File: config.mk
export PLATFORM = sky130hd
export DESIGN_NAME = pulse_gate_counter
export DESIGN_NICKNAME = d
export VERILOG_FILES = /design/src/rtl/gpc_pkg.sv /design/src/rtl/gpc_gate.sv /design/src/rtl/gpc_sat_counter.sv /design/src/rtl/gpc_result.sv /design/src/rtl/pulse_gate_counter.sv
export SDC_FILE = /design/constraint.sdc
export NUM_CORES = 1
export LEC_CHECK = 0
export BUFFER_PORTS_ARGS = -buffer_cell sky130_fd_sc_hd__clkbuf_2
export CAP_MARGIN = 20
export CORE_MARGIN = 10
export CORE_UTILIZATION = 40
export CTS_CLUSTER_SIZE = 25
export DETAILED_ROUTE_END_ITERATION = 10
export SLEW_MARGIN = 20
export SYNTH_ARGS = -nofsm -noshare
export SYNTH_HDL_FRONTEND = slang
export SYNTH_SLANG_ARGS = --single-unit
File: constraint.sdc
create_clock -name clk -period 4.35 [get_ports clk]
set_input_delay 0.435 -clock clk [delete_from_list [all_inputs] [get_ports clk]]
set_output_delay 0.435 -clock clk [all_outputs]
set_load 0.03 [all_outputs]
File: src/rtl/gpc_pkg.sv
package gpc_pkg;

    typedef enum logic {
        PH_BLOCK = 1'b0,
        PH_PASS  = 1'b1
    } gate_ph_e;

    localparam int unsigned NUM_CH = 2;
    localparam int unsigned CH_UP  = 0;
    localparam int unsigned CH_DN  = 1;

endpackage

File: src/rtl/gpc_gate.sv
module gpc_gate
    import gpc_pkg::*;
#(
    parameter int unsigned WIN_W        = 8,
    parameter int unsigned BLOCK_CYCLES = 2
) (
    input  logic             clk,
    input  logic             rst_n,
    input  logic [WIN_W-1:0] win_len,
    input  logic             mode_in,
    output logic             pass_en,
    output logic             win_last,
    output logic             mode_win
);

    localparam logic [WIN_W-1:0] BLK_LAST = WIN_W'(BLOCK_CYCLES - 1);
    localparam logic [WIN_W-1:0] ONE      = WIN_W'(1);

    typedef struct packed {
        gate_ph_e         ph;
        logic [WIN_W-1:0] tmr;
        logic [WIN_W-1:0] lim;
        logic             mode;
    } gate_st_t;

    gate_st_t st_d, st_q;
    logic     last_pass;

    always_comb begin
        st_d      = st_q;
        last_pass = (st_q.ph == PH_PASS) && (st_q.tmr == (st_q.lim - ONE));
        case (st_q.ph)
            PH_BLOCK: begin
                if (st_q.tmr == BLK_LAST) begin
                    st_d.ph   = PH_PASS;
                    st_d.tmr  = '0;
                    st_d.lim  = (win_len == '0) ? ONE : win_len;
                    st_d.mode = mode_in;
                end else begin
                    st_d.tmr = st_q.tmr + ONE;
                end
            end
            default: begin
                if (last_pass) begin
                    st_d.ph  = PH_BLOCK;
                    st_d.tmr = '0;
                end else begin
                    st_d.tmr = st_q.tmr + ONE;
                end
            end
        endcase
    end

    always_ff @(posedge clk or negedge rst_n) begin
        if (!rst_n) begin
            st_q.ph   <= PH_BLOCK;
            st_q.tmr  <= '0;
            st_q.lim  <= ONE;
            st_q.mode <= 1'b0;
        end else begin
            st_q <= st_d;
        end
    end

    assign pass_en  = (st_q.ph == PH_PASS);
    assign win_last = last_pass;
    assign mode_win = st_q.mode;

endmodule

File: src/rtl/gpc_sat_counter.sv
module gpc_sat_counter #(
    parameter int unsigned CNT_W = 12
) (
    input  logic             clk,
    input  logic             rst_n,
    input  logic             inc,
    input  logic             clr,
    output logic [CNT_W-1:0] cnt_q_o,
    output logic [CNT_W-1:0] cnt_tot,
    output logic             sat_tot
);

    localparam logic [CNT_W-1:0] CNT_MAX = {CNT_W{1'b1}};

    typedef struct packed {
        logic [CNT_W-1:0] cnt;
        logic             sat;
    } ctr_st_t;

    ctr_st_t st_d, st_q;
    logic    at_max;

    always_comb begin
        at_max  = (st_q.cnt == CNT_MAX);
        cnt_tot = st_q.cnt;
        sat_tot = st_q.sat;
        if (inc) begin
            if (at_max) begin
                sat_tot = 1'b1;
            end else begin
                cnt_tot = st_q.cnt + CNT_W'(1);
            end
        end
        if (clr) begin
            st_d.cnt = '0;
            st_d.sat = 1'b0;
        end else begin
            st_d.cnt = cnt_tot;
            st_d.sat = sat_tot;
        end
    end

    always_ff @(posedge clk or negedge rst_n) begin
        if (!rst_n) begin
            st_q.cnt <= '0;
            st_q.sat <= 1'b0;
        end else begin
            st_q <= st_d;
        end
    end

    assign cnt_q_o = st_q.cnt;

endmodule

File: src/rtl/gpc_result.sv
module gpc_result #(
    parameter int unsigned CNT_W = 12
) (
    input  logic             clk,
    input  logic             rst_n,
    input  logic             load,
    input  logic             mode,
    input  logic [CNT_W-1:0] up_cnt,
    input  logic [CNT_W-1:0] dn_cnt,
    input  logic             up_sat,
    input  logic             dn_sat,
    output logic             valid,
    output logic [CNT_W:0]   value,
    output logic             ovf
);

    typedef struct packed {
        logic           valid;
        logic [CNT_W:0] value;
        logic           ovf;
    } res_st_t;

    res_st_t st_d, st_q;
    logic [CNT_W:0] up_ext, dn_ext;

    always_comb begin
        st_d       = st_q;
        up_ext     = {1'b0, up_cnt};
        dn_ext     = {1'b0, dn_cnt};
        st_d.valid = load;
        if (load) begin
            if (mode) begin
                st_d.value = up_ext - dn_ext;
                st_d.ovf   = up_sat | dn_sat;
            end else begin
                st_d.value = up_ext;
                st_d.ovf   = up_sat;
            end
        end
    end

    always_ff @(posedge clk or negedge rst_n) begin
        if (!rst_n) begin
            st_q.valid <= 1'b0;
            st_q.value <= '0;
            st_q.ovf   <= 1'b0;
        end else begin
            st_q <= st_d;
        end
    end

    assign valid = st_q.valid;
    assign value = st_q.value;
    assign ovf   = st_q.ovf;

endmodule

File: src/rtl/pulse_gate_counter.sv
module pulse_gate_counter
    import gpc_pkg::*;
#(
    parameter int unsigned WIN_W        = 8,
    parameter int unsigned CNT_W        = 12,
    parameter int unsigned BLOCK_CYCLES = 2
) (
    input  logic             clk,
    input  logic             rst_n,
    input  logic             mode_incr,
    input  logic [WIN_W-1:0] win_len,
    input  logic             pulse_up,
    input  logic             pulse_dn,
    output logic             sample_valid,
    output logic [CNT_W:0]   sample_cnt,
    output logic             overflow
);

    logic                pass_en;
    logic                win_last;
    logic                mode_win;
    logic [NUM_CH-1:0]   pulse_vec;
    logic [CNT_W-1:0]    ch_cnt_q [NUM_CH];
    logic [CNT_W-1:0]    ch_tot   [NUM_CH];
    logic [NUM_CH-1:0]   ch_sat;
    logic [CNT_W-1:0]    up_cnt_q;
    logic [CNT_W-1:0]    dn_cnt_q;

    assign pulse_vec[CH_UP] = pulse_up;
    assign pulse_vec[CH_DN] = pulse_dn;

    gpc_gate #(
        .WIN_W        (WIN_W),
        .BLOCK_CYCLES (BLOCK_CYCLES)
    ) u_gate (
        .clk      (clk),
        .rst_n    (rst_n),
        .win_len  (win_len),
        .mode_in  (mode_incr),
        .pass_en  (pass_en),
        .win_last (win_last),
        .mode_win (mode_win)
    );

    for (genvar g = 0; g < NUM_CH; g++) begin : g_ch
        gpc_sat_counter #(
            .CNT_W (CNT_W)
        ) u_cnt (
            .clk     (clk),
            .rst_n   (rst_n),
            .inc     (pass_en & pulse_vec[g]),
            .clr     (win_last),
            .cnt_q_o (ch_cnt_q[g]),
            .cnt_tot (ch_tot[g]),
            .sat_tot (ch_sat[g])
        );
    end

    assign up_cnt_q = ch_cnt_q[CH_UP];
    assign dn_cnt_q = ch_cnt_q[CH_DN];

    gpc_result #(
        .CNT_W (CNT_W)
    ) u_res (
        .clk    (clk),
        .rst_n  (rst_n),
        .load   (win_last),
        .mode   (mode_win),
        .up_cnt (ch_tot[CH_UP]),
        .dn_cnt (ch_tot[CH_DN]),
        .up_sat (ch_sat[CH_UP]),
        .dn_sat (ch_sat[CH_DN]),
        .valid  (sample_valid),
        .value  (sample_cnt),
        .ovf    (overflow)
    );

endmodule

# == Word-level counts from Yosys, hierarchy flattened ==
# Index checks and enable logic that the tools add are counted.
# totals
output_inout_bits,15
input_bits,13
word_cells,44
regBits,59
# op_classes
reduce_logical,3
bitwise_logic,4
n_addsub,5
n_mux,17
n_eq_ne,4
# op_table
operator,count
12-bit two-way mux,4
13-bit two-way mux,2
"12-bit by 1-bit adder with 12-bit output, second input constant",2
"12-bit == test, second input constant",2
8-bit two-way mux,3
14-bit two-way mux,1
12-bit by 12-bit subtractor with 13-bit output,1
9-bit two-way mux,1
"8-bit by 1-bit adder with 8-bit output, second input constant",1
"8-bit by 1-bit == test with 1-bit output, second input constant",1
8-bit == test,1
8-bit logical NOT,1
"8-bit by 1-bit subtractor with 8-bit output, second input constant",1
1-bit two-way mux,6
1-bit AND,2
2-bit AND reduction,1
1-bit logical AND,1
1-bit inverter,1
1-bit OR,1

# == Logic depth before layout (Yosys ltp) ==
# depth
depth_word,5
mapped_depth,14

# == Cells and area by module ==
# A second synthesis with hierarchy kept.
# hier_totals
cells_unflattened,446
area_unflattened_um2,4216.5
# modules_own_cells
mod,cells_each,n_inst,area_each_um2
gpc_sat_counter,94,2,903.4
gpc_result,147,1,1308.8
gpc_gate,109,1,1088.5
pulse_gate_counter,2,1,12.5

# == Worst setup path after synthesis ==
# OpenSTA, ideal clock, no wires.
# synth_timing
kind,flip-flop to flip-flop
start,register g_ch[0].u_cnt.st_q (netlist bit g_ch[0].u_cnt.cnt_q_o[0])
end,"register, netlist name u_res.value[11]"
t_arrival_ns,3.174
t_required_ns,4.226
synth_period_minus_slack_ns,3.298
path_stages_with_launch,11
path_buffers,0
slack_ns,1.052
cell_sequence,dfrtp_1 > ha_1 > a41oi_1 > mux2i_1 > inv_1 > ha_1 > a21o_1 > maj3_1 > a211oi_1 > mux2_1 > o31a_1
# synth_via
elab_chain_cells,5
word_cells_on_any_way,6
cone_classes,2 x add/sub; 1 x eq/ne; 3 x mux
# synth_lines
element,line,rtl
from (decl),gpc_sat_counter.sv:20,"ctr_st_t st_d, st_q;"
from (signal assigned),gpc_sat_counter.sv:48,st_q <= st_d;
12-bit by 1-bit adder with 12-bit output / 12-bit == test (equally long branches),"gpc_sat_counter.sv:31, gpc_sat_counter.sv:24",
12-bit two-way mux,gpc_sat_counter.sv:28,if (at_max) begin
12-bit two-way mux *,gpc_sat_counter.sv:27,if (inc) begin
12-bit by 12-bit subtractor with 13-bit output,gpc_result.sv:33,st_d.value = up_ext - dn_ext;
14-bit two-way mux *,gpc_result.sv:32,if (mode) begin
# Mark *: on every way between the ends. The rest lies on a longest branch, timed or not.
# A chain may end at the register's enable or synchronous reset.

# == Worst setup path after layout ==
# layout_timing
start,register g_ch[0].u_cnt.st_q (netlist bit g_ch[0].u_cnt.cnt_q_o[9])
end,"register, netlist name u_res.value[11]"
# layout_via
elab_chain_cells,5
word_cells_on_any_way,6
cone_classes,2 x add/sub; 1 x eq/ne; 3 x mux
# layout_lines
element,line
12-bit by 1-bit adder with 12-bit output / 12-bit == test (equally long branches),"gpc_sat_counter.sv:31, gpc_sat_counter.sv:24"
12-bit two-way mux,gpc_sat_counter.sv:28
12-bit two-way mux *,gpc_sat_counter.sv:27
12-bit by 12-bit subtractor with 13-bit output,gpc_result.sv:33
14-bit two-way mux *,gpc_result.sv:32
# Marked as above.

==> reports/results.ini <==
[critical_path]
cp.arrival_ns=3.91
worstSetupPathType=register to register
slowest_stage=dfrtp_1
critPathRequiredTime_ns=4.57
end_kind=register
crit_fanout=6
path_cells=and4_1, a41oi_1, mux2i_1, inv_1, ha_1, a21o_1, maj3_1, a211oi_1, mux2_1, o31a_1
cpPeakStageDelay_ns=0.45
cp-start-kind=register

[timing]
min_period_ns=3.69
tns_ns=0
max_freq_ghz=0.271
slew_headroom_pct=48.8
fin_crit_sh_pct=84.8
tightest_slew_ns=0.768
rsz0062_at_grt=no
hold_viol_final=0
final-max-slew-violation-count=0
setup_viol=0
skew_ns=0.0130

[logic_synthesis]
ys_async_sr_fraction_pct=100
synth_fp_nets=431
postSynthCellCount=402
synth_edf_count=0
synth_ff_type=dfrtp_1
synth.largest_area_cell=dfrtp_1
yosys_warnings=0
ys_ff_latch=59
yosysUniqueCellTypes=68
synth_top_area_share_pct=39.1
syn_avg_cell_area_sq_um=9.24
synthMostInstantiatedCell=dfrtp_1
synth_area_leaders=dfrtp_1 39%, ha_1 5.1%, nor2_1 4.9%
synthTopCellsByCount=58 x dfrtp_1, 48 x nor2_1, 36 x nand2_1
synth_area_sq_um=3710
yosysSeqAreaShare_pct=39.8

[layout]
stdcell_count=545
num-nets-final=458
synthToLayoutAreaGrowth_pct=11.3
insertedDiodeCount=0
final_util_pct=45.1
drive_gt1_share_pct=15.0

[floorplan]
die_h_um=116
rows=35
start_util_pct=40.6
die_area_sq_um=13500
fp.dieW_um=116
boundaryPins=28
core_sq_um=9150

[global_routing]
overflow=0
grt_max_degree=42
grt_pass1_vias=2993
grt_antenna_before_repair=0
grt_usage_pct=13.7
grt_pass1_wl_um=14600

[detailed_routing]
antenna_left=0
drt-pass1-iter-count=4
dr_total_vias=2994
viasPerCell=5.49
drt_wl_total_um=8600
wire_per_inst_um=15.8
drtIter0Drc=111
drc=0

[clocking]
clkTransAtPathRegs_ns=0.07
cts_buffers=9
cts_tree=built
post_cts_buffers=0
cts.sinks=59
insertion_delay_ns=0.34
cts_hold_buf=0
cts.path.max_buffers=2
htreeDepth=3
root_buffer=clkbuf_8
ctsResizeCount=0

[power_and_ir_drop]
peakVddDrop_mv=0.287
seqPwrFrac_pct=32.7
p_clk_share_pct=17.5
p_leak_nw=1.86
intPower_w=0.00162
p_per_area_nw_per_um2=707
p_sw_share_pct=44.6
combPwrFrac_pct=49.9
power.switching_w=0.00130

[placed_design]
detailed_place_hpwl_um=6370
io_buffers=27
gp_congestion=0.855
post-place-cells=529

[flow_run]
maxCapViolations=0

[min_path]
hold_path.class=input pin to async pin

[run_status]
outcome=complete, no violations

cell type report:
class	count	area, sq um
clock inverter	6	65.1
sequential	59	1480
timing repair buffer	28	143
fill	880	5020
multi-input combinational	313	2100
inverter	18	72.6
clock buffer	10	138
tap	111	139
path summary, 6_finish.rpt:
path                       cells past startpoint                startpoint                    end  slack (ns)
setup / recovery                              10  g_ch[0].u_cnt.cnt_q_o[9]        u_res.value[11]        0.66
hold / removal                                 1                     rst_n  g_ch[0].u_cnt.st_q[0]        0.06
setup reg to reg                              10  g_ch[0].u_cnt.cnt_q_o[9]        u_res.value[11]        0.66
hold reg to reg                                2     g_ch[0].u_cnt.st_q[0]  g_ch[0].u_cnt.st_q[0]        0.49
max in group asynchronous                      2                     rst_n         u_res.value[2]        3.37
min in group clk                               2                 mode_incr        u_gate.mode_win        0.32
per-stage QoR:
stage | total power [W] | hold WS [ns] | setup WS [ns] | instance area, sq um
2_1_floorplan | 0.00207 | 0.139 | 1.05 | 3710
3_3_place_gp | 0.00239 | 0.446 | 0.805 | 3930
3_5_place_dp | 0.00241 | 0.448 | 0.649 | 3930
4_1_cts | 0.00294 | 0.0821 | 0.622 | 4130
5_1_grt | 0.00318 | 0.0987 | 0.323 | 4130
6_report | 0.00292 | 0.0615 | 0.660 | 4130
cells in the final DEF (no fill, tap or decap), drive strengths merged, types with 3 or more instances in the layout:
master / netlist / routed
dfrtp: 58 / 58
nor2: 48 / 48
clkbuf: 5 / 37
nand2: 36 / 36
nand3: 27 / 27
a21oi: 21 / 21
inv: 16 / 16
o21ai: 16 / 16
xnor2: 15 / 15
xor2: 15 / 15
ha: 15 / 15
and3: 13 / 13
mux2: 9 / 9
nor3: 7 / 7
mux2i: 7 / 7
nand4: 7 / 7
nor4: 6 / 6
clkinv: 2 / 6
a31oi: 5 / 5
o31ai: 5 / 5
or4: 5 / 5
and2: 5 / 5
and4: 3 / 3
nand2b: 3 / 3
a21o: 3 / 3
a211oi: 3 / 3
or3: 3 / 3
o31a: 3 / 3
o211ai: 3 / 3
worst max-delay path, delay by kind of cell (launching register included):
family                   cells  cell delay [ns]
AO/OA/AOI/OAI                4             1.23
adder cells (fa/ha/maj)      2             0.76
buffers and inverters        1             0.13
flip-flops                   1             0.45
multiplexers                 2             0.74
AND/OR/NAND/NOR              1             0.27
state kept, by name, indices dropped and copies added (netlist names):
signal / flops
g_ch.u_cnt.cnt_q_o: 24
g_ch.u_cnt.st_q: 2
u_gate.mode_win: 1
u_gate.pass_en: 1
u_gate.st_q: 16
u_res.ovf: 1
u_res.valid: 1
u_res.value: 13
kinds of logic (layout without fill, tap and decap cells):
kind of cell               after synthesis  after routing  share of synthesized area [%]
AOI/OAI and AO/OA                       77             77                           15.1
and+or+nand+nor                        171            171                           22.9
DFF                                     59             59                           39.8
xor gates and xnor gates                31             31                           7.72
muxes                                   16             16                           4.62
buffers and inverters                   30             62                           3.74
adders and majority gates               18             18                           6.13
routing by layer:
| layer | global-route usage, % | up-vias | wire [um] |
|---|---|---|---|
| met1 | 16.8 | 1412 | 3980 |
| met3 | 3.70 | 11 | 384 |
| met4 | 5.17 | 0 | 159 |
| li1 | - | 1511 | - |
| met5 | 0 | - | 0 |
| met2 | 22.3 | 60 | 4080 |
power groups by stage:
stage	registers, W	logic, W	clock network [W]
global route	0.000988	0.00164	0.000553
finish	0.000953	0.00146	0.000510
CTS	0.000952	0.00146	0.000523
global placement	0.000955	0.00143	0
floorplan	0.000952	0.00112	0
detailed placement	0.000961	0.00145	0
(Power assumes the default switching activity.)
